File: config.mk
export PLATFORM = sky130hd
export DESIGN_NAME = dct_sequencer
export DESIGN_NICKNAME = d
export VERILOG_FILES = /design/src/rtl/dct_pkg.sv /design/src/rtl/dct_addr_gen.sv /design/src/rtl/dct_result_cmp.sv /design/src/rtl/dct_sequencer.sv
export SDC_FILE = /design/constraint.sdc
export NUM_CORES = 1
export LEC_CHECK = 0
export BUFFER_PORTS_ARGS = -buffer_cell sky130_fd_sc_hd__buf_2
export CAP_MARGIN = 40
export CORE_MARGIN = 4
export CORE_UTILIZATION = 35
export CTS_BUF_LIST = sky130_fd_sc_hd__clkbuf_4 sky130_fd_sc_hd__clkbuf_8
export DETAILED_ROUTE_END_ITERATION = 6
export MAX_ROUTING_LAYER = met4
export RECOVER_POWER = 50
export SYNTH_ARGS = -nofsm -noshare
export SYNTH_HDL_FRONTEND = slang
export SYNTH_HIERARCHICAL = 1
export SYNTH_SLANG_ARGS = --single-unit
File: constraint.sdc
create_clock -name clk -period 9.5 [get_ports clk]
set_input_delay 0.475 -clock clk [delete_from_list [all_inputs] [get_ports clk]]
set_output_delay 0.475 -clock clk [all_outputs]
set_load 0.01 [all_outputs]
File: src/rtl/dct_pkg.sv
package dct_pkg;

   typedef enum logic [2:0] {
      SQ_IDLE,
      SQ_A_WRITE,
      SQ_A_READ,
      SQ_B_READ_X,
      SQ_B_WRITE,
      SQ_B_READ_Y,
      SQ_FAIL,
      SQ_END
   } seq_state_t;

   typedef enum logic {
      MARCH_ONE,
      MARCH_ZERO
   } march_t;

endpackage

File: src/rtl/dct_addr_gen.sv
module dct_addr_gen
   import dct_pkg::*;
#(
   parameter int unsigned     BLOCKS      = 512,
   parameter int unsigned     WORDS       = 4,
   parameter int unsigned     WORD_BYTES  = 4,
   parameter int unsigned     TAG_W       = 5,
   parameter longint unsigned BASE        = 0,
   parameter march_t          FIRST_MARCH = MARCH_ONE,
   localparam int unsigned    IDX_W  = $clog2(BLOCKS),
   localparam int unsigned    WRD_W  = $clog2(WORDS),
   localparam int unsigned    BYTE_W = $clog2(WORD_BYTES),
   localparam int unsigned    ADDR_W = TAG_W + IDX_W + WRD_W + BYTE_W,
   localparam int unsigned    ITER_W = IDX_W + WRD_W
) (
   input  logic              clk,
   input  logic              rst_n,
   input  logic              restart,
   input  logic              step,
   input  logic              pass_two,
   output logic [ADDR_W-1:0] addr,
   output logic [ITER_W-1:0] iter,
   output logic              last
);

   localparam int unsigned POS_W = $clog2(TAG_W);
   localparam int unsigned SUM_W = ((IDX_W > WRD_W) ? IDX_W : WRD_W) + 1;

   logic [IDX_W-1:0] blk_q;
   logic [WRD_W-1:0] wrd_q;
   logic [POS_W-1:0] bpos_q;
   logic [POS_W-1:0] pos_q;
   logic [SUM_W-1:0] diag_sum;
   logic [WRD_W-1:0] word_f;
   logic [TAG_W-1:0] onehot;
   logic [TAG_W-1:0] tag;

   function automatic logic [POS_W-1:0] pos_next(input logic [POS_W-1:0] p);
      return (p == POS_W'(TAG_W - 1)) ? '0 : p + 1'b1;
   endfunction

   always_ff @(posedge clk or negedge rst_n) begin
      if (!rst_n) begin
         blk_q  <= '0;
         wrd_q  <= '0;
         bpos_q <= '0;
         pos_q  <= '0;
      end else if (restart) begin
         blk_q  <= '0;
         wrd_q  <= '0;
         bpos_q <= '0;
         pos_q  <= '0;
      end else if (step) begin
         if (wrd_q == WRD_W'(WORDS - 1)) begin
            wrd_q  <= '0;
            blk_q  <= blk_q + 1'b1;
            bpos_q <= pos_next(bpos_q);
            pos_q  <= pos_next(bpos_q);
         end else begin
            wrd_q <= wrd_q + 1'b1;
            pos_q <= pos_next(pos_q);
         end
      end
   end

   assign diag_sum = SUM_W'(blk_q) + SUM_W'(wrd_q);
   assign word_f   = diag_sum[WRD_W-1:0];
   assign onehot   = TAG_W'(1) << pos_q;

   generate
      if (FIRST_MARCH == MARCH_ONE) begin : g_one_first
         assign tag = pass_two ? ~onehot : onehot;
      end else begin : g_zero_first
         assign tag = pass_two ? onehot : ~onehot;
      end
   endgenerate

   assign addr = ADDR_W'(BASE) + {tag, blk_q, word_f, {BYTE_W{1'b0}}};
   assign iter = {blk_q, wrd_q};
   assign last = (blk_q == IDX_W'(BLOCKS - 1)) && (wrd_q == WRD_W'(WORDS - 1));

endmodule

File: src/rtl/dct_result_cmp.sv
module dct_result_cmp #(
   parameter int unsigned DATA_W = 32
) (
   input  logic              exp_hit,
   input  logic              hit,
   input  logic              data_chk,
   input  logic [DATA_W-1:0] exp_data,
   input  logic [DATA_W-1:0] rdata,
   output logic              bad
);

   logic [DATA_W-1:0] diff;

   assign diff = exp_data ^ rdata;
   assign bad  = (exp_hit ^ hit) | (data_chk & (|diff));

endmodule

File: src/rtl/dct_sequencer.sv
module dct_sequencer
   import dct_pkg::*;
#(
   parameter int unsigned     BLOCKS      = 512,
   parameter int unsigned     WORDS       = 4,
   parameter int unsigned     WORD_BYTES  = 4,
   parameter int unsigned     TAG_W       = 5,
   parameter int unsigned     DATA_W      = 32,
   parameter longint unsigned PATTERN     = 64'hA5A5_5A5A,
   parameter longint unsigned BASE        = 0,
   parameter march_t          FIRST_MARCH = MARCH_ONE
) (
   input  logic clk,
   input  logic rst_n,
   input  logic start,
   output logic req_valid,
   output logic req_we,
   output logic [TAG_W+$clog2(BLOCKS)+$clog2(WORDS)+$clog2(WORD_BYTES)-1:0] req_addr,
   output logic [DATA_W-1:0] req_wdata,
   output logic req_exp_hit,
   input  logic req_ack,
   input  logic [DATA_W-1:0] rsp_rdata,
   input  logic mon_hit,
   output logic err,
   output logic done
);

   localparam int unsigned IDX_W  = $clog2(BLOCKS);
   localparam int unsigned WRD_W  = $clog2(WORDS);
   localparam int unsigned BYTE_W = $clog2(WORD_BYTES);
   localparam int unsigned ADDR_W = TAG_W + IDX_W + WRD_W + BYTE_W;
   localparam int unsigned ITER_W = IDX_W + WRD_W;
   localparam logic [DATA_W-1:0] PAT_C = DATA_W'(PATTERN);

   initial begin
      assert (BLOCKS >= 2 && (1 << IDX_W) == BLOCKS)
         else $error("BLOCKS must be a power of two, at least 2");
      assert (WORDS >= 2 && (1 << WRD_W) == WORDS)
         else $error("WORDS must be a power of two, at least 2");
      assert (WORD_BYTES >= 2 && (1 << BYTE_W) == WORD_BYTES)
         else $error("WORD_BYTES must be a power of two, at least 2");
      assert (TAG_W >= 3 && WORDS <= TAG_W)
         else $error("TAG_W must be at least 3 and not below WORDS");
      assert (DATA_W >= 1 && DATA_W <= 64)
         else $error("DATA_W out of range");
   end

   seq_state_t        state_q, state_d;
   logic [DATA_W-1:0] rx_q;
   logic [ITER_W-1:0] iter;
   logic              last;
   logic              pass_two;
   logic              restart;
   logic              step;
   logic              ack_fire;
   logic              bad;
   logic              data_chk;
   logic [DATA_W-1:0] pattern;
   logic [DATA_W-1:0] exp_data;

   assign pass_two = (state_q == SQ_B_READ_X) || (state_q == SQ_B_WRITE) ||
                     (state_q == SQ_B_READ_Y);
   assign req_valid = (state_q == SQ_A_WRITE) || (state_q == SQ_A_READ) || pass_two;
   assign req_we    = (state_q == SQ_A_WRITE) || (state_q == SQ_B_WRITE);
   assign req_exp_hit = (state_q == SQ_A_READ) || (state_q == SQ_B_WRITE) ||
                        (state_q == SQ_B_READ_Y);
   assign ack_fire  = req_valid && req_ack;
   assign pattern   = PAT_C ^ DATA_W'(iter);
   assign req_wdata = (state_q == SQ_B_WRITE) ? rx_q : pattern;
   assign data_chk  = (state_q == SQ_A_READ) || (state_q == SQ_B_READ_Y);
   assign exp_data  = (state_q == SQ_A_READ) ? pattern : rx_q;
   assign err  = (state_q == SQ_FAIL);
   assign done = (state_q == SQ_END);

   dct_addr_gen #(
      .BLOCKS     (BLOCKS),
      .WORDS      (WORDS),
      .WORD_BYTES (WORD_BYTES),
      .TAG_W      (TAG_W),
      .BASE       (BASE),
      .FIRST_MARCH(FIRST_MARCH)
   ) u_addr_gen (
      .clk     (clk),
      .rst_n   (rst_n),
      .restart (restart),
      .step    (step),
      .pass_two(pass_two),
      .addr    (req_addr),
      .iter    (iter),
      .last    (last)
   );

   dct_result_cmp #(
      .DATA_W(DATA_W)
   ) u_cmp (
      .exp_hit (req_exp_hit),
      .hit     (mon_hit),
      .data_chk(data_chk),
      .exp_data(exp_data),
      .rdata   (rsp_rdata),
      .bad     (bad)
   );

   always_comb begin
      state_d = state_q;
      restart = 1'b0;
      step    = 1'b0;
      unique case (state_q)
         SQ_IDLE: begin
            if (start) begin
               state_d = SQ_A_WRITE;
               restart = 1'b1;
            end
         end
         SQ_A_WRITE: begin
            if (ack_fire) state_d = bad ? SQ_FAIL : SQ_A_READ;
         end
         SQ_A_READ: begin
            if (ack_fire) begin
               if (bad) begin
                  state_d = SQ_FAIL;
               end else if (last) begin
                  state_d = SQ_B_READ_X;
                  restart = 1'b1;
               end else begin
                  state_d = SQ_A_WRITE;
                  step    = 1'b1;
               end
            end
         end
         SQ_B_READ_X: begin
            if (ack_fire) state_d = bad ? SQ_FAIL : SQ_B_WRITE;
         end
         SQ_B_WRITE: begin
            if (ack_fire) state_d = bad ? SQ_FAIL : SQ_B_READ_Y;
         end
         SQ_B_READ_Y: begin
            if (ack_fire) begin
               if (bad) begin
                  state_d = SQ_FAIL;
               end else if (last) begin
                  state_d = SQ_END;
               end else begin
                  state_d = SQ_B_READ_X;
                  step    = 1'b1;
               end
            end
         end
         SQ_FAIL: state_d = SQ_FAIL;
         SQ_END:  state_d = SQ_END;
         default: state_d = SQ_FAIL;
      endcase
   end

   always_ff @(posedge clk or negedge rst_n) begin
      if (!rst_n) begin
         state_q <= SQ_IDLE;
         rx_q    <= '0;
      end else begin
         state_q <= state_d;
         if (state_q == SQ_B_READ_X && ack_fire) rx_q <= rsp_rdata;
      end
   end

endmodule

==> After elaboration in Yosys (flattened, before gate mapping) <==
Index checks and enable logic that the tools add are counted.
{ "classes": {"reduce_logical": 18, "add_sub_neg": 5, "muxes": 40, "n_bitwise": 6, "shift": 1, "n_eq_ne": 17} }
{ "ops": {"columns": ["operator", "count"], "rows": [
  ["2-to-1 mux 32 bit", 2],
  ["2-to-1 mux 3 bit", 18],
  ["OR reduction 32 bit", 1],
  ["bitwise XOR 32 bit", 1],
  ["2-to-1 mux 9 bit", 3],
  ["case mux 3 bit (8 select lines)", 1],
  ["equality test 3 bit (second input constant)", 6],
  ["NOT 5 -> 16 bit", 1],
  ["2-to-1 mux 2 bit", 6],
  ["inequality test 2 bit (second input constant)", 6],
  ["adder 9 x 1 -> 9 bit (second input constant)", 1],
  ["equality test 9 bit (second input constant)", 1],
  ["logical OR 1 bit", 8],
  ["2-to-1 mux 1 bit", 8],
  ["adder 3 x 1 -> 3 bit (second input constant)", 2],
  ["equality test 3 x 2 -> 1 bit (second input constant)", 2],
  ["AND reduction 6 bit", 1],
  ["2-to-1 mux 5 bit", 1],
  ["NOT 5 bit", 1],
  ["left shift 1 x 3 -> 5 bit (first input constant)", 1],
  ["nonzero test 2 bit", 2],
  ["equality test 3 x 1 -> 1 bit (second input constant)", 1],
  ["logical AND 1 bit", 3],
  ["zero test 3 bit", 1],
  ["other kinds (9)", 9]
]} }
{ "word_totals": {"output_inout_bits": 55, "wordCells": 93, "reg_bits": 52, "input_bits": 37} }

==> Depth between registers and ports, before layout <==
{ "depth": {"depth_word": 11, "depth_mapped": 17, "ltp_nobuf": 14} }

==> Modules after synthesis <==
The synthesis kept the hierarchy.
{ "modules_own_cells": {"columns": ["mod", "cells_each", "area_each_um2", "n_inst", "seq_area_each_um2"], "rows": [
  ["dct_sequencer", 192, 2077.0, 1, 875.8],
  ["dct_addr_gen", 128, 1152.4, 1, 425.4],
  ["dct_result_cmp", 45, 360.3, 1, 0.0]
]} }

==> Worst setup path after synthesis <==
OpenSTA, ideal clock, no wires.
{ "synth_path": {"path_kind": "flip-flop to flip-flop", "start": "register state_q[0]", "end": "register u_addr_gen.blk_q[5]", "n_path_buf": 1, "synth_period_minus_slack_ns": 3.367, "arrival_time_ns": 3.289, "path_stages_with_launch": 14, "t_required_ns": 9.422, "path_slack_ns": 6.133, "setup_time_ns": 0.078, "cell_sequence": "dfrtp_1 > or3b_1 > buf_6 > mux2_4 > xor2_1 > nor4_1 > nand4_1 > o21ai_1 > nand2_1 > nand2b_1 > nor3_1 > a21oi_2 > or4_1 > a21oi_1"} }
{ "synth_between": {"elab_chain_cells": 11, "elab_cells_between_ends": 31, "cone_classes": "eq/ne (5); mux (8); bitwise (4); reduce/logical (14)"} }
{ "synth_lines": {"columns": ["item", "line_no", "text"], "rows": [
  ["start, declared", "dct_sequencer.sv:48", "seq_state_t state_q, state_d;"],
  ["start signal, assigned", "dct_sequencer.sv:160", "state_q <= state_d;"],
  ["equality test 3 x 2 -> 1 bit", "dct_sequencer.sv:71", "assign exp_data = (state_q == SQ_A_READ) ? pattern : rx_q;"],
  ["2-to-1 mux 32 bit", "dct_sequencer.sv:71", null],
  ["net exp_data[0]", "dct_sequencer.sv:59", "logic [DATA_W-1:0] exp_data;"],
  ["bitwise XOR 32 bit", "dct_result_cmp.sv:14", "assign diff = exp_data ^ rdata;"],
  ["OR reduction 32 bit", "dct_result_cmp.sv:15", "assign bad = (exp_hit ^ hit) | (data_chk & (|diff));"],
  ["AND 1 bit", "dct_result_cmp.sv:15", null],
  ["OR 1 bit", "dct_result_cmp.sv:15", null],
  ["net bad", "dct_sequencer.sv:56", "logic bad;"],
  ["2-to-1 mux 1 bit", "dct_sequencer.sv:139", "if (bad) begin"],
  ["2-to-1 mux 1 bit", "dct_sequencer.sv:138", "if (ack_fire) begin"],
  ["2-to-1 mux 1 bit", null, null],
  ["net step", "dct_sequencer.sv:54", "logic step;"],
  ["nonzero test 2 bit (no line)", null, null],
  ["AND reduction 2 bit (no line)", null, null],
  ["end signal, assigned", "dct_addr_gen.sv:56", "blk_q <= blk_q + 1'b1;"],
  ["end, declared", "dct_addr_gen.sv:29", "logic [IDX_W-1:0] blk_q;"]
]} }
The timed path passes the listed nets, and every way through them passes these cells.
A chain may end at the register's enable or synchronous reset.

==> Final worst setup path <==
{ "layout_path": {"start": "register state_q[1]", "end": "register u_addr_gen.blk_q[5]"} }
{ "layout_between": {"elab_chain_cells": 11, "elab_cells_between_ends": 31, "cone_classes": "eq/ne (5); mux (8); bitwise (4); reduce/logical (14)"} }
{ "layout_lines": {"columns": ["item", "line_no", "text"], "rows": [
  ["equality test 3 x 2 -> 1 bit *", "dct_sequencer.sv:71", null],
  ["2-to-1 mux 32 bit *", "dct_sequencer.sv:71", null],
  ["net exp_data[0]", "dct_sequencer.sv:59", null],
  ["bitwise XOR 32 bit *", "dct_result_cmp.sv:14", null],
  ["OR reduction 32 bit *", "dct_result_cmp.sv:15", null],
  ["AND 1 bit *", "dct_result_cmp.sv:15", null],
  ["OR 1 bit *", "dct_result_cmp.sv:15", null],
  ["net bad", "dct_sequencer.sv:56", null],
  ["2-to-1 mux 1 bit *", "dct_sequencer.sv:120", "if (bad) begin"],
  ["2-to-1 mux 1 bit *", "dct_sequencer.sv:119", "if (ack_fire) begin"],
  ["case mux 1 bit (2 select lines) *", "dct_sequencer.sv:108", "unique case (state_q)"],
  ["net restart", "dct_sequencer.sv:53", "logic restart;"],
  ["nonzero test 2 bit (no line)", null, null],
  ["AND reduction 2 bit (no line)", null, null]
]} }
Mark *: on every way through the listed nets, which the timed path passes. The rest lies on a longest branch.

==> results.md <==
* # Post-CTS Setup Buffers at 0
* Final hold slack at 419.1 ps
* Routed WL at 8851 um
* CP peak stage delay at 720 ps
* DP Area at 0.004069 mm2
* CTS Hold Bufs at 0
* Grt ovf at 0
* First-pass GRT wire length at 13970 um
* Drt first-iter violations at 174
* Post-route setup TNS at 0 ps
* CP Capture Type: flop
* CP max-delay cell: dfrtp_1
* Most used cell, CP: buf_4
* Final setup fails at 0
* Register area share after synthesis at 0.3625
* Number of flops mapped to enable cells by yosys at 0
* Tmin final at 4300 ps
* Pwr Total at 769.9 uW
* Synth area leaders: dfrtp_1 36%, mux2_2 12%, xor2_1 8.3%, nand2b_1 4.7%, and2_1 3.8%
* Worst R2R Start: state_q[1]
* Post-synthesis cell count at 365
* Avg Inst Size Synth at 9.835 um2
* Final Cycle Share at 0.4527
* Fin. max-slew vios at 53
* H-Tree Level Count at 2
* I/O pin count at 92
* Clock Sinks at 52
* Tot GR Track Use at 0.1528
* Fmax achieved at 232.5 MHz
* Vias at 2846
* DR WL/cell at 15.53 um
* Bufs on Longest Clock Path at 2
* Max-cap violations at 1
* Fin nets at 484
* Worst path cell trace: or3b_1, buf_4, mux2_4, xor2_1, nor4_1, nand4_1, o21ai_1, nand2_1, nor2b_1, a31oi_1, nor3_2, buf_4, a21oi_2, or4_1, a21oi_1
* Clk slew on worst S/H paths at 100 ps
* Ys Warns at 6
* Post-DR vias/cell at 4.993
* Post-layout instance area at 0.004151 mm2
* Class of the worst hold path: input pin to flop
* Worst Setup Start Kind: flop
* Worst-Skew Late Latency at 310 ps
* Worst Path Max Fanout at 38
* Leakage Power at 0.002008 uW
* #FFs+latches synth at 52
* Area fraction of the dominant cell type after synthesis at 0.3625
* Die Y at 109.3 um
* IO buf count at 89
* Diode count at 0
* Residual DRC at 0
* Fin. Hold Viols at 0
* Initial antenna violation count at 0
* RSZ-0062 raised after global routing: false
* Critical path class: flop to flop
* CTS buffer count at 5
* Share of layout cells above drive strength 1 at 0.3112
* PD cells at 185.5 mW/mm2
* Slew Limit Headroom at -0.9942
* Vias in the first global route at 2824
* Cts repair resizes at 0
* Die W at 109.3 um
* Outcome: finished with violations
* Critical Path Start: state_q[1]
* Worst Path Arrival at 4530 ps
* DR pass1 iterations at 4
* Tightest Pin Transition at 2991 ps
* Post-route ant nets at 0
* CTS tree: done
* GP Congestion at 0.8362
* Initial Util at 0.3639
* Min-delay src: rsp_rdata[22]
* Pin count of the biggest net entering global routing at 53
* Setup Skew at 10.58 ps
* Synthesized area at 0.003590 mm2
* Top FF cell, synth: dfrtp_1
* Rows at 36
* Synth-to-Final Area Change at 15.65%
* Distinct cells, synth at 48
* Die area at 0.01194 mm2
* Synth area leader: dfrtp_1
* Violated checks: max-capacitance violations, max-slew violations
* Ys async rst share at 1.000
* Core ar. at 0.009864 mm2
* HPWL Detailed at 6593 um
* CTS Root Cell: clkbuf_8
* Worst VDD drop at 0.06926 mV
* CP required at 9730 ps
-- cells by family after synthesis --
group	Yosys count	synth area share
fa+ha+maj	11	0.03834
flops	52	0.3625
other cells	1	0.001045
mux	46	0.1499
buf+inv	38	0.06553
simple gates	125	0.1955
compound gates	49	0.08226
xor+xnor	43	0.1049
-- final cells by class --
type / count / area (um2)
clock buffer: 5 / 68.82
clock inverter: 3 / 42.54
fill: 1002 / 5713
inverter: 6 / 22.52
multi-input combinational: 276 / 2062
sequential: 52 / 1301
tap: 133 / 166.4
timing repair buffer: 95 / 488.0
-- worst max-delay path, delay by kind of cell (launching register included) --
kind | cells | cell delay, ps
compound gates | 4 | 530
xor+xnor | 1 | 150
buf+inv | 2 | 510
flops | 1 | 720
mux | 1 | 350
simple gates | 7 | 1920
-- metrics by stage --
step | cells | setup slack [ps] | utilization
final | 570 | 5200 | 0.4209
after global routing | 570 | 4837 | 0.4209
after CTS | 570 | 5179 | 0.4238
after detailed placement | 562 | 5206 | 0.4125
after global placement | 561 | 5369 | 0.4097
after floorplan | 366 | 6133 | -
-- sequential cells by signal (all words and copies together) (netlist names) --
name               cells
rx_q                  32
u_addr_gen/blk_q       9
u_addr_gen/wrd_q       2
u_addr_gen/bpos_q      3
state_q                3
u_addr_gen/pos_q       3
-- cells in the final DEF (no fill, tap or decap), drive strengths merged, types with 4 or more instances in the layout --
master | Yosys | routed
inv | 6 | 6
mux2 | 44 | 44
nor4 | 8 | 8
nor2b | 4 | 4
xnor2 | 9 | 9
o21ai | 17 | 17
dfrtp | 52 | 52
and2 | 22 | 22
nand2 | 29 | 29
nand3 | 4 | 4
nor2 | 13 | 13
ha | 11 | 11
buf | 26 | 79
nand2b | 27 | 27
xor2 | 34 | 34
a21oi | 16 | 16
clkbuf | 6 | 21
-- routing by layer --
layer	up-vias	wire length, um	GRT usage
li1	1369	-	-
met5	-	0	-
met1	1383	4061	0.1968
met2	85	4138	0.2504
met4	0	94	0.03740
met3	9	557	0.02724
-- worst paths after layout --
path                                            end  slack, ps  depth (start not counted)
worst max-delay path            u_addr_gen/blk_q[5]       5200                         15
worst min register to register             rx_q[31]        530                          1
min in group asynchronous                state_q[0]       1230                          2
worst max register to register  u_addr_gen/blk_q[5]       5200                         15
worst min-delay path                       rx_q[22]        420                          2
max in group asynchronous                   rx_q[6]       6580                          2
-- cell usage after synthesis, types with 3 or more instances --
master,count
inv_1,6
nand2b_1,27
and2_1,22
xor2_1,34
buf_6,4
mux2_2,38
nand2_1,28
nor2_1,13
o21ai_0,11
o31ai_1,3
mux2_4,6
clkbuf_1,6
nor2b_1,4
buf_2,8
xnor2_1,9
ha_1,11
buf_4,14
a21oi_1,15
nand3_1,3
dfrtp_1,52
nor4_1,8
nand4_1,3
o21ai_1,6
nor3_1,3
or4_1,3
-- report_power, final --
part           switching [uW]  internal [uW]  total, uW  leakage (uW)
Combinational             125            149        273       0.00127
Clock                    78.1           78.2        156     0.0000541
Sequential               58.1            282        340      0.000684
Total                     261            509        770       0.00201
Note: power is estimated with default switching activity, not from simulation.
